--- src/rtl/strad_pkg.sv ---
package strad_pkg;

  // Assembly progress of the beat being built.
  typedef enum logic [1:0] {
    ST_FILL,  // taking Dwords into the current beat
    ST_HOLD,  // lower-half end seen, a partner packet may join at the half boundary
    ST_DONE   // beat complete, waiting for the output stage
  } asm_state_e;

  // Start pointer code for a start at the half-beat boundary.
  localparam logic [1:0] HALF_START_CODE = 2'b10;

endpackage

--- src/rtl/strad_asm.sv ---
module strad_asm
  import strad_pkg::*;
#(
  parameter int DWORD_W = 32,
  parameter int NDW     = 16,
  parameter int PTR_W   = $clog2(NDW)
) (
  input  logic                    clk,
  input  logic                    rst,
  input  logic                    in_valid,
  output logic                    in_ready,
  input  logic                    in_sop,
  input  logic                    in_eop,
  input  logic [DWORD_W-1:0]      in_data,
  input  logic                    take,
  output logic                    beat_rdy,
  output logic [NDW*DWORD_W-1:0]  beat_data,
  output logic [NDW*DWORD_W/8-1:0] beat_keep,
  output logic [1:0]              sop,
  output logic [1:0]              sop0_ptr,
  output logic [1:0]              sop1_ptr,
  output logic [1:0]              eop,
  output logic [PTR_W-1:0]        eop0_ptr,
  output logic [PTR_W-1:0]        eop1_ptr
);

  localparam int HALF = NDW / 2;
  localparam int BE_W = DWORD_W / 8;

  asm_state_e                    st;
  logic [PTR_W-1:0]              pos;
  logic [NDW-1:0]                fill;
  logic [NDW-1:0][DWORD_W-1:0]   dw_q;
  logic [PTR_W-1:0]              wp;
  logic                          acc;
  logic                          hold_miss;

  // Write lane: the half boundary while a partner may join, else the fill pointer.
  always_comb begin
    wp        = (st == ST_HOLD) ? PTR_W'(HALF) : pos;
    in_ready  = (st == ST_FILL) || ((st == ST_HOLD) && in_sop);
    acc       = in_valid && in_ready;
    hold_miss = (st == ST_HOLD) && !(in_valid && in_sop);
  end

  assign beat_rdy = (st == ST_DONE);

  always_ff @(posedge clk) begin
    if (rst) begin
      st       <= ST_FILL;
      pos      <= '0;
      fill     <= '0;
      sop      <= '0;
      sop0_ptr <= '0;
      sop1_ptr <= '0;
      eop      <= '0;
      eop0_ptr <= '0;
      eop1_ptr <= '0;
    end else if (st == ST_DONE) begin
      if (take) begin
        st       <= ST_FILL;
        pos      <= '0;
        fill     <= '0;
        sop      <= '0;
        sop0_ptr <= '0;
        sop1_ptr <= '0;
        eop      <= '0;
        eop0_ptr <= '0;
        eop1_ptr <= '0;
      end
    end else if (hold_miss) begin
      st <= ST_DONE;
    end else if (acc) begin
      fill[wp] <= 1'b1;
      pos      <= wp + 1'b1;
      st       <= ST_FILL;
      if (in_sop) begin
        if (wp == '0) begin
          sop[0]   <= 1'b1;
          sop0_ptr <= 2'b00;
        end else if (sop[0]) begin
          sop[1]   <= 1'b1;
          sop1_ptr <= HALF_START_CODE;
        end else begin
          sop[0]   <= 1'b1;
          sop0_ptr <= HALF_START_CODE;
        end
      end
      if (in_eop) begin
        if (!eop[0]) begin
          eop[0]   <= 1'b1;
          eop0_ptr <= wp;
        end else begin
          eop[1]   <= 1'b1;
          eop1_ptr <= wp;
        end
        st <= (wp < PTR_W'(HALF)) ? ST_HOLD : ST_DONE;
      end
      if (wp == PTR_W'(NDW-1)) st <= ST_DONE;
    end
  end

  // Lane storage without reset so it maps onto plain registers or RAM.
  always_ff @(posedge clk) begin
    if (acc) dw_q[wp] <= in_data;
  end

  for (genvar i = 0; i < NDW; i++) begin : g_lane
    assign beat_data[i*DWORD_W +: DWORD_W] = fill[i] ? dw_q[i] : '0;
    assign beat_keep[i*BE_W +: BE_W]       = {BE_W{fill[i]}};
  end

endmodule

--- src/rtl/strad_outreg.sv ---
module strad_outreg #(
  parameter int W = 8
) (
  input  logic         clk,
  input  logic         rst,
  input  logic         beat_rdy,
  output logic         take,
  input  logic [W-1:0] d,
  output logic         out_valid,
  input  logic         out_ready,
  output logic [W-1:0] q
);

  assign take = beat_rdy && (!out_valid || out_ready);

  always_ff @(posedge clk) begin
    if (rst)            out_valid <= 1'b0;
    else if (take)      out_valid <= 1'b1;
    else if (out_ready) out_valid <= 1'b0;
  end

  always_ff @(posedge clk) begin
    if (take) q <= d;
  end

endmodule

--- src/rtl/strad_packer.sv ---
module strad_packer #(
  parameter int DWORD_W = 32,
  parameter int NDW     = 16
) (
  input  logic                      clk,
  input  logic                      rst,
  input  logic                      in_valid,
  output logic                      in_ready,
  input  logic                      in_sop,
  input  logic                      in_eop,
  input  logic [DWORD_W-1:0]        in_data,
  output logic                      out_valid,
  input  logic                      out_ready,
  output logic [NDW*DWORD_W-1:0]    out_data,
  output logic [NDW*DWORD_W/8-1:0]  out_keep,
  output logic [1:0]                out_sop,
  output logic [1:0]                out_sop0_ptr,
  output logic [1:0]                out_sop1_ptr,
  output logic [1:0]                out_eop,
  output logic [$clog2(NDW)-1:0]    out_eop0_ptr,
  output logic [$clog2(NDW)-1:0]    out_eop1_ptr
);

  localparam int PTR_W = $clog2(NDW);
  localparam int DAT_W = NDW * DWORD_W;
  localparam int KEP_W = NDW * DWORD_W / 8;
  localparam int FLG_W = 8 + 2 * PTR_W;
  localparam int PK_W  = DAT_W + KEP_W + FLG_W;

  logic              take;
  logic              beat_rdy;
  logic [DAT_W-1:0]  a_data;
  logic [KEP_W-1:0]  a_keep;
  logic [1:0]        a_sop, a_sop0, a_sop1, a_eop;
  logic [PTR_W-1:0]  a_eop0, a_eop1;
  logic [PK_W-1:0]   beat_pack, out_pack;

  strad_asm #(
    .DWORD_W (DWORD_W),
    .NDW     (NDW),
    .PTR_W   (PTR_W)
  ) asm_i (
    .clk      (clk),
    .rst      (rst),
    .in_valid (in_valid),
    .in_ready (in_ready),
    .in_sop   (in_sop),
    .in_eop   (in_eop),
    .in_data  (in_data),
    .take     (take),
    .beat_rdy (beat_rdy),
    .beat_data(a_data),
    .beat_keep(a_keep),
    .sop      (a_sop),
    .sop0_ptr (a_sop0),
    .sop1_ptr (a_sop1),
    .eop      (a_eop),
    .eop0_ptr (a_eop0),
    .eop1_ptr (a_eop1)
  );

  assign beat_pack = {a_data, a_keep, a_sop, a_sop0, a_sop1, a_eop, a_eop0, a_eop1};

  strad_outreg #(
    .W (PK_W)
  ) oreg_i (
    .clk      (clk),
    .rst      (rst),
    .beat_rdy (beat_rdy),
    .take     (take),
    .d        (beat_pack),
    .out_valid(out_valid),
    .out_ready(out_ready),
    .q        (out_pack)
  );

  assign {out_data, out_keep, out_sop, out_sop0_ptr, out_sop1_ptr,
          out_eop, out_eop0_ptr, out_eop1_ptr} = out_pack;

endmodule

--- config.mk ---
export PLATFORM = sky130hd
export DESIGN_NAME = strad_packer
export DESIGN_NICKNAME = d
export VERILOG_FILES = /design/src/rtl/strad_pkg.sv /design/src/rtl/strad_asm.sv /design/src/rtl/strad_outreg.sv /design/src/rtl/strad_packer.sv
export SDC_FILE = /design/constraint.sdc
export NUM_CORES = 1
export LEC_CHECK = 0
export BUFFER_PORTS_ARGS = -buffer_cell sky130_fd_sc_hd__buf_2
export CORE_ASPECT_RATIO = 2
export CORE_MARGIN = 2
export CORE_UTILIZATION = 23
export DETAILED_ROUTE_END_ITERATION = 8
export SLEW_MARGIN = 30
export SYNTH_ARGS = -nofsm -noshare
export SYNTH_HDL_FRONTEND = slang
export SYNTH_SLANG_ARGS = --single-unit
--- constraint.sdc ---
create_clock -name clk -period 34.2 [get_ports clk]
set_clock_uncertainty 0.15 [all_clocks]
set_input_delay 5.13 -clock clk [delete_from_list [all_inputs] [get_ports clk]]
set_output_delay 5.13 -clock clk [all_outputs]
set_load 0.01 [all_outputs]
== Word-level counts from Yosys, hierarchy flattened ==
Index checks and enable logic that the tools add are counted.
Storage, ports and cells
  logic and storage cells: 141
  flip-flop bits (word level): 1140
  output and inout port bits: 594
Operators by class
  $add $sub $neg: 1
  muxes and demuxes: 56
  bitwise logic cells: 1
  reductions and logical operators: 27
  equal/unequal tests: 8
  $lt $le $gt $ge: 3
Operators with widths (count)
  bitwise mux 512 bit: 1
  demux 32 bit (select 4 bit): 1
  2-to-1 mux 16 bit: 4
  2-to-1 mux 4 bit: 15
  2-to-1 mux 2 bit: 27
  2-to-1 mux 32 bit: 1
  OR 16 bit: 1
  AND reduction 5 bit: 3
  nonzero test 2 bit: 6
  AND reduction 4 bit: 2
  logical AND 1 bit: 6
  2-to-1 mux 1 bit: 6
  != test 2 x 1 -> 1 bit, second input constant: 3
  AND reduction 6 bit: 1
  less-than comparator 4 x 5 -> 1 bit, second input constant: 1
  adder 4 x 1 -> 4 bit, second input constant: 1
  demux 1 bit (select 4 bit): 1
  equality test 4 bit, second input constant: 1
  >= comparator 4 x 1 -> 1 bit, second input constant: 1
  zero test 4 bit: 1
  less-than comparator 4 bit, second input constant: 1
  != test 3 x 2 -> 1 bit, second input constant: 1
  AND reduction 3 bit: 1
  nonzero test 3 bit: 1
  other kinds (7): 9

== Depth between registers and ports, before layout ==
  depth after elaboration: 10
  mapped depth: 9
  gate-level depth less buffers: 7

== Hierarchy ==
From an unflattened synthesis, not the netlist that was laid out.
Second synthesis, totals
  cell total of the unflattened synthesis: 1917
  area total of the unflattened synthesis: 38595.8 um2
By module, submodules not included
  strad_asm: times used 1, area each 20763.7 um2, cells an instance 1320, sequential area each 16075.4 um2
  strad_outreg: times used 1, area each 17832.1 um2, cells an instance 597, sequential area each 17797.1 um2

== Worst setup path after synthesis ==
No wires, ideal clock.
  kind: input-to-reg
  from: input port out_ready
  to: register oreg_i.q[0] (enable)
  path buffers: 0
  cell stages on the path: 3
  setup time: 0.886 ns
  data arrival time: 15.819 ns
  slack: 17.345 ns
  cell sequence: nand2b_1 nand2_2 inv_1
On the way
  longest elaborated chain between the ends: 2
Ends and longest elaborated chain
  from (decl): RTL line strad_packer.sv:13  | input logic out_ready,
  logical OR 1 bit: RTL line strad_outreg.sv:14  | assign take = beat_rdy && (!out_valid || out_ready);
  logical AND 1 bit: RTL line strad_outreg.sv:14
  via asm_i.take: RTL line strad_asm.sv:15  | input logic take,
  to (signal assigned): RTL line strad_outreg.sv:23  | if (take) q <= d;
  to (decl): RTL line strad_outreg.sv:11  | output logic [W-1:0] q
The timed path passes the listed nets, and every way through them passes these cells.
A chain may end at the register's enable or synchronous reset.

== Final worst setup path ==
  from: input port in_sop
  to: output port in_ready
On the way
  longest elaborated chain between the ends: 2
Ends and longest elaborated chain
  from (decl): RTL line strad_packer.sv:9  | input logic in_sop,
  logical AND 1 bit: RTL line strad_asm.sv:41  | in_ready = (st == ST_FILL) || ((st == ST_HOLD) && in_sop);
  logical OR 1 bit: RTL line strad_asm.sv:41
  to (decl): RTL line strad_packer.sv:8  | output logic in_ready,
No other way between the ends.

==> metrics.md <==
| Metric | Value |
|---|---|
| Detail Route Antenna Nets | 0 |
| Final max-slew violation count | 0 |
| Most numerous cell on the critical path | buf_2 |
| Fill cell count | 15900 |
| Setup repair bufs after CTS | 0 |
| Final hold vios | 0 |
| Least-Margin Pin Slew | between 900 and 1000 ps |
| Largest net degree at the start of global routing | 79 |
| Sequential-to-total area share from yosys stat | 0.874 |
| Worst path cell trace | buf_2, and2b_1, nor2_1, buf_2 |
| Async set-reset flop share out of synthesis | 0 |
| Cell Area, Synth | approximately 0.037 mm^2 |
| Post-route insts no fill | 4702 |
| Area Overhead vs Synth | 23.4% |
| Final-report setup violation count | 0 |
| Max frequency | just over 90 MHz |
| H-tree Lvls | 3 |
| Post-layout nets | 2547 |
| VDD IR max | 0.0461 mV |
| Max-cap viol count | 0 |
| Placed cell count | 4509 |
| # hold bufs at CTS | 0 |
| Grt ovf | 0 |
| Die H | 571 um |
| DR DRC count | 0 |
| Total wire length | 106 mm |
| PortBufs | 629 |
| Ys flop type | edfxtp_1 |
| Detailed placement HPWL | 70.1 mm |
| Root Driver | clkbuf_16 |
| CTS tree | built |
| IO Count | 632 |
| CTS buffer count | 94 |
| Avg Cell Area, Syn | 19.9 um^2 |
| GR Util All Layers | 0.126 |
| Clk sink count | between 1000 and 1500 |
| First-pass GRT wire length | between 100 and 150 mm |
| Post-CTS sizing | 0 |
| Final RePlAce weighted congestion | 0.767 |
| Hold WC Path Type | flop to flop |
| RSZ-0062 raised after global routing | false |
| Drt first pass iters | 5 |
| Critical Path Start Type | input port |
| Cell area power density | 58.5 mW/mm^2 |
| CTS Buffer Depth | 3 |
| Number of synthesized register bits | 1089 |
| Vias in the first global route | 17800 |
| Status | completed |
| Starting Density | 0.231 |
| Core Area | 0.160 mm^2 |
| Synthesized instance count | between 1500 and 2000 |
| Crit Path Category | input port to output port |
| Starting DRT DRC Count | 1242 |
| CP Data Required Time | 28920 ps |
| DIE AREA | around 0.16 mm^2 |
| CP max-delay cell | and2b_1 |
| Rows | 208 |
| Die X | between 200 and 300 um |
| Initial antenna violation count | 24 |
| Worst-path maximum fanout | 4 |
| Routed vias | 17900 |
| Slew headroom | 0.346 |
| Crit path largest cell delay | about 280 ps |
| Final Power | 2670 uW |
| Avg WL per Cell | 22.6 um |
| Synth Warn # | 0 |
| Clk_lat worst skew | 690 ps |
| CP Capture Type | output port |
| Crit path DAT | 5740 ps |
| EDFF count, synth | roughly 1100 |
| Clock Pin Slew Worst Setup and Hold Paths | roughly 70 ps |
| Setup_tns | 0 ps |
| Min Tclk post-route | 11020 ps |
| Layout cells sized above 1 | 0.327 |
| Leakage | roughly 0.016 uW |
| Via density per instance | 3.82 |
| Crit share post-route | 0.322 |
| Final Util | 0.285 |
| Post-synthesis cell type count | 42 |
-- synth_stat cells, types with 3 or more instances --
master / instances / area [um^2]
a21oi_1: 12 / 60.1
buf_4: 54 / 405
o22ai_1: 5 / 31.3
ha_1: 4 / 50.1
edfxtp_1: 1053 / 31600
inv_1: 10 / 37.5
and2_1: 513 / 3210
a22oi_1: 3 / 22.5
o21ai_0: 4 / 20.0
nor2_1: 40 / 150
clkbuf_1: 50 / 188
nand2b_1: 6 / 37.5
a31oi_1: 17 / 106
dfxtp_1: 36 / 721
nand2_1: 14 / 52.6
nand3_1: 8 / 40.0
-- path summary, 6_finish.rpt --
path / slack, ps / depth (start not counted) / startpoint / end
worst min register to register: 280 / 0 / asm_i.eop1_ptr[0] / oreg_i.q[0]
worst max register to register: 29720 / 6 / asm_i.st[1] / oreg_i.q[360]
worst max-delay path: 23180 / 4 / in_sop / in_ready
worst min-delay path: 280 / 0 / asm_i.eop1_ptr[0] / oreg_i.q[0]
-- layout make-up --
| class | instances | area, um^2 | area share |
|---|---|---|---|
| Clock buffer | 104 | 2390 | 0.0523 |
| Multi-Input combinational cell | 655 | 4130 | 0.0905 |
| Timing Repair Buffer | 654 | 3350 | 0.0733 |
| Antenna cell | 24 | 60.1 | 0.00132 |
| Tap cell | 2100 | 2630 | 0.0575 |
| Clock inverter | 65 | 687 | 0.0150 |
| Inverter | 11 | 48.8 | 0.00107 |
| Sequential cell | 1089 | 32400 | 0.709 |
-- worst max-delay path, delay by kind of cell --
family / cells / cell delay [ps]
AND/OR/NAND/NOR: 2 / 340
buffers and inverters: 2 / 270
-- cell families (layout without fill, tap and decap cells) --
group	Yosys count	in the layout	synth area share
fa+ha+maj	4	4	0.00135
other cells	1	26	0.000101
flops	1089	1089	0.874
buf+inv	119	834	0.0180
compound gates	50	50	0.00879
simple gates	599	599	0.0980
-- stage by stage --
stage	instance area [um^2]	hold slack (ps)	setup WS, ps
final	45700	277	23180
after global routing	45600	297	23150
after CTS	45600	283	23190
after detailed placement	42500	271	23190
after global placement	42500	267	23180
after floorplan	37000	258	17350
-- cells in the final DEF, fill, tap and decap left out, types with 7 or more instances in the layout --
master,netlist,routed
diode_2,0,24
dfxtp_2,0,9
and2_1,513,513
dfxtp_4,0,7
nor2_4,0,16
nor2_1,40,24
clkinvlp_4,0,10
a31oi_1,17,17
buf_4,54,22
clkinv_1,0,15
nand3_1,8,8
clkinv_2,0,16
bufinv_16,0,7
clkbuf_1,50,10
buf_2,1,629
clkbuf_16,0,94
a21oi_1,12,12
inv_1,10,9
nand2_1,14,14
edfxtp_1,1053,1053
dfxtp_1,36,20
-- where the power goes --
group / leakage [uW] / switching [uW] / internal (uW)
sequential: 0.00986 / 16.0 / 1490
combinational: 0.00438 / 72.2 / 23.0
clock: 0.00148 / 502 / 568
total: 0.0157 / 590 / 2080
-- state kept, by name (all words and copies together), names as in the netlist, 2 cells and up --
register,flops
asm_i.eop0_ptr,4
asm_i.st,2
oreg_i.q,541
asm_i.pos,4
asm_i.fill,16
asm_i.dw_q,512
asm_i.eop1_ptr,4
asm_i.eop,2
-- layer usage --
layer / vias to the layer above / track usage / share of wire
li1: 8060 / - / -
met1: 8952 / 0.139 / 0.37
met2: 780 / 0.230 / 0.52
met3: 147 / 0.0324 / 0.074
met4: 0 / 0.0452 / 0.031
met5: - / 0 / 0
No activity file was read; power rests on OpenSTA's default activity.
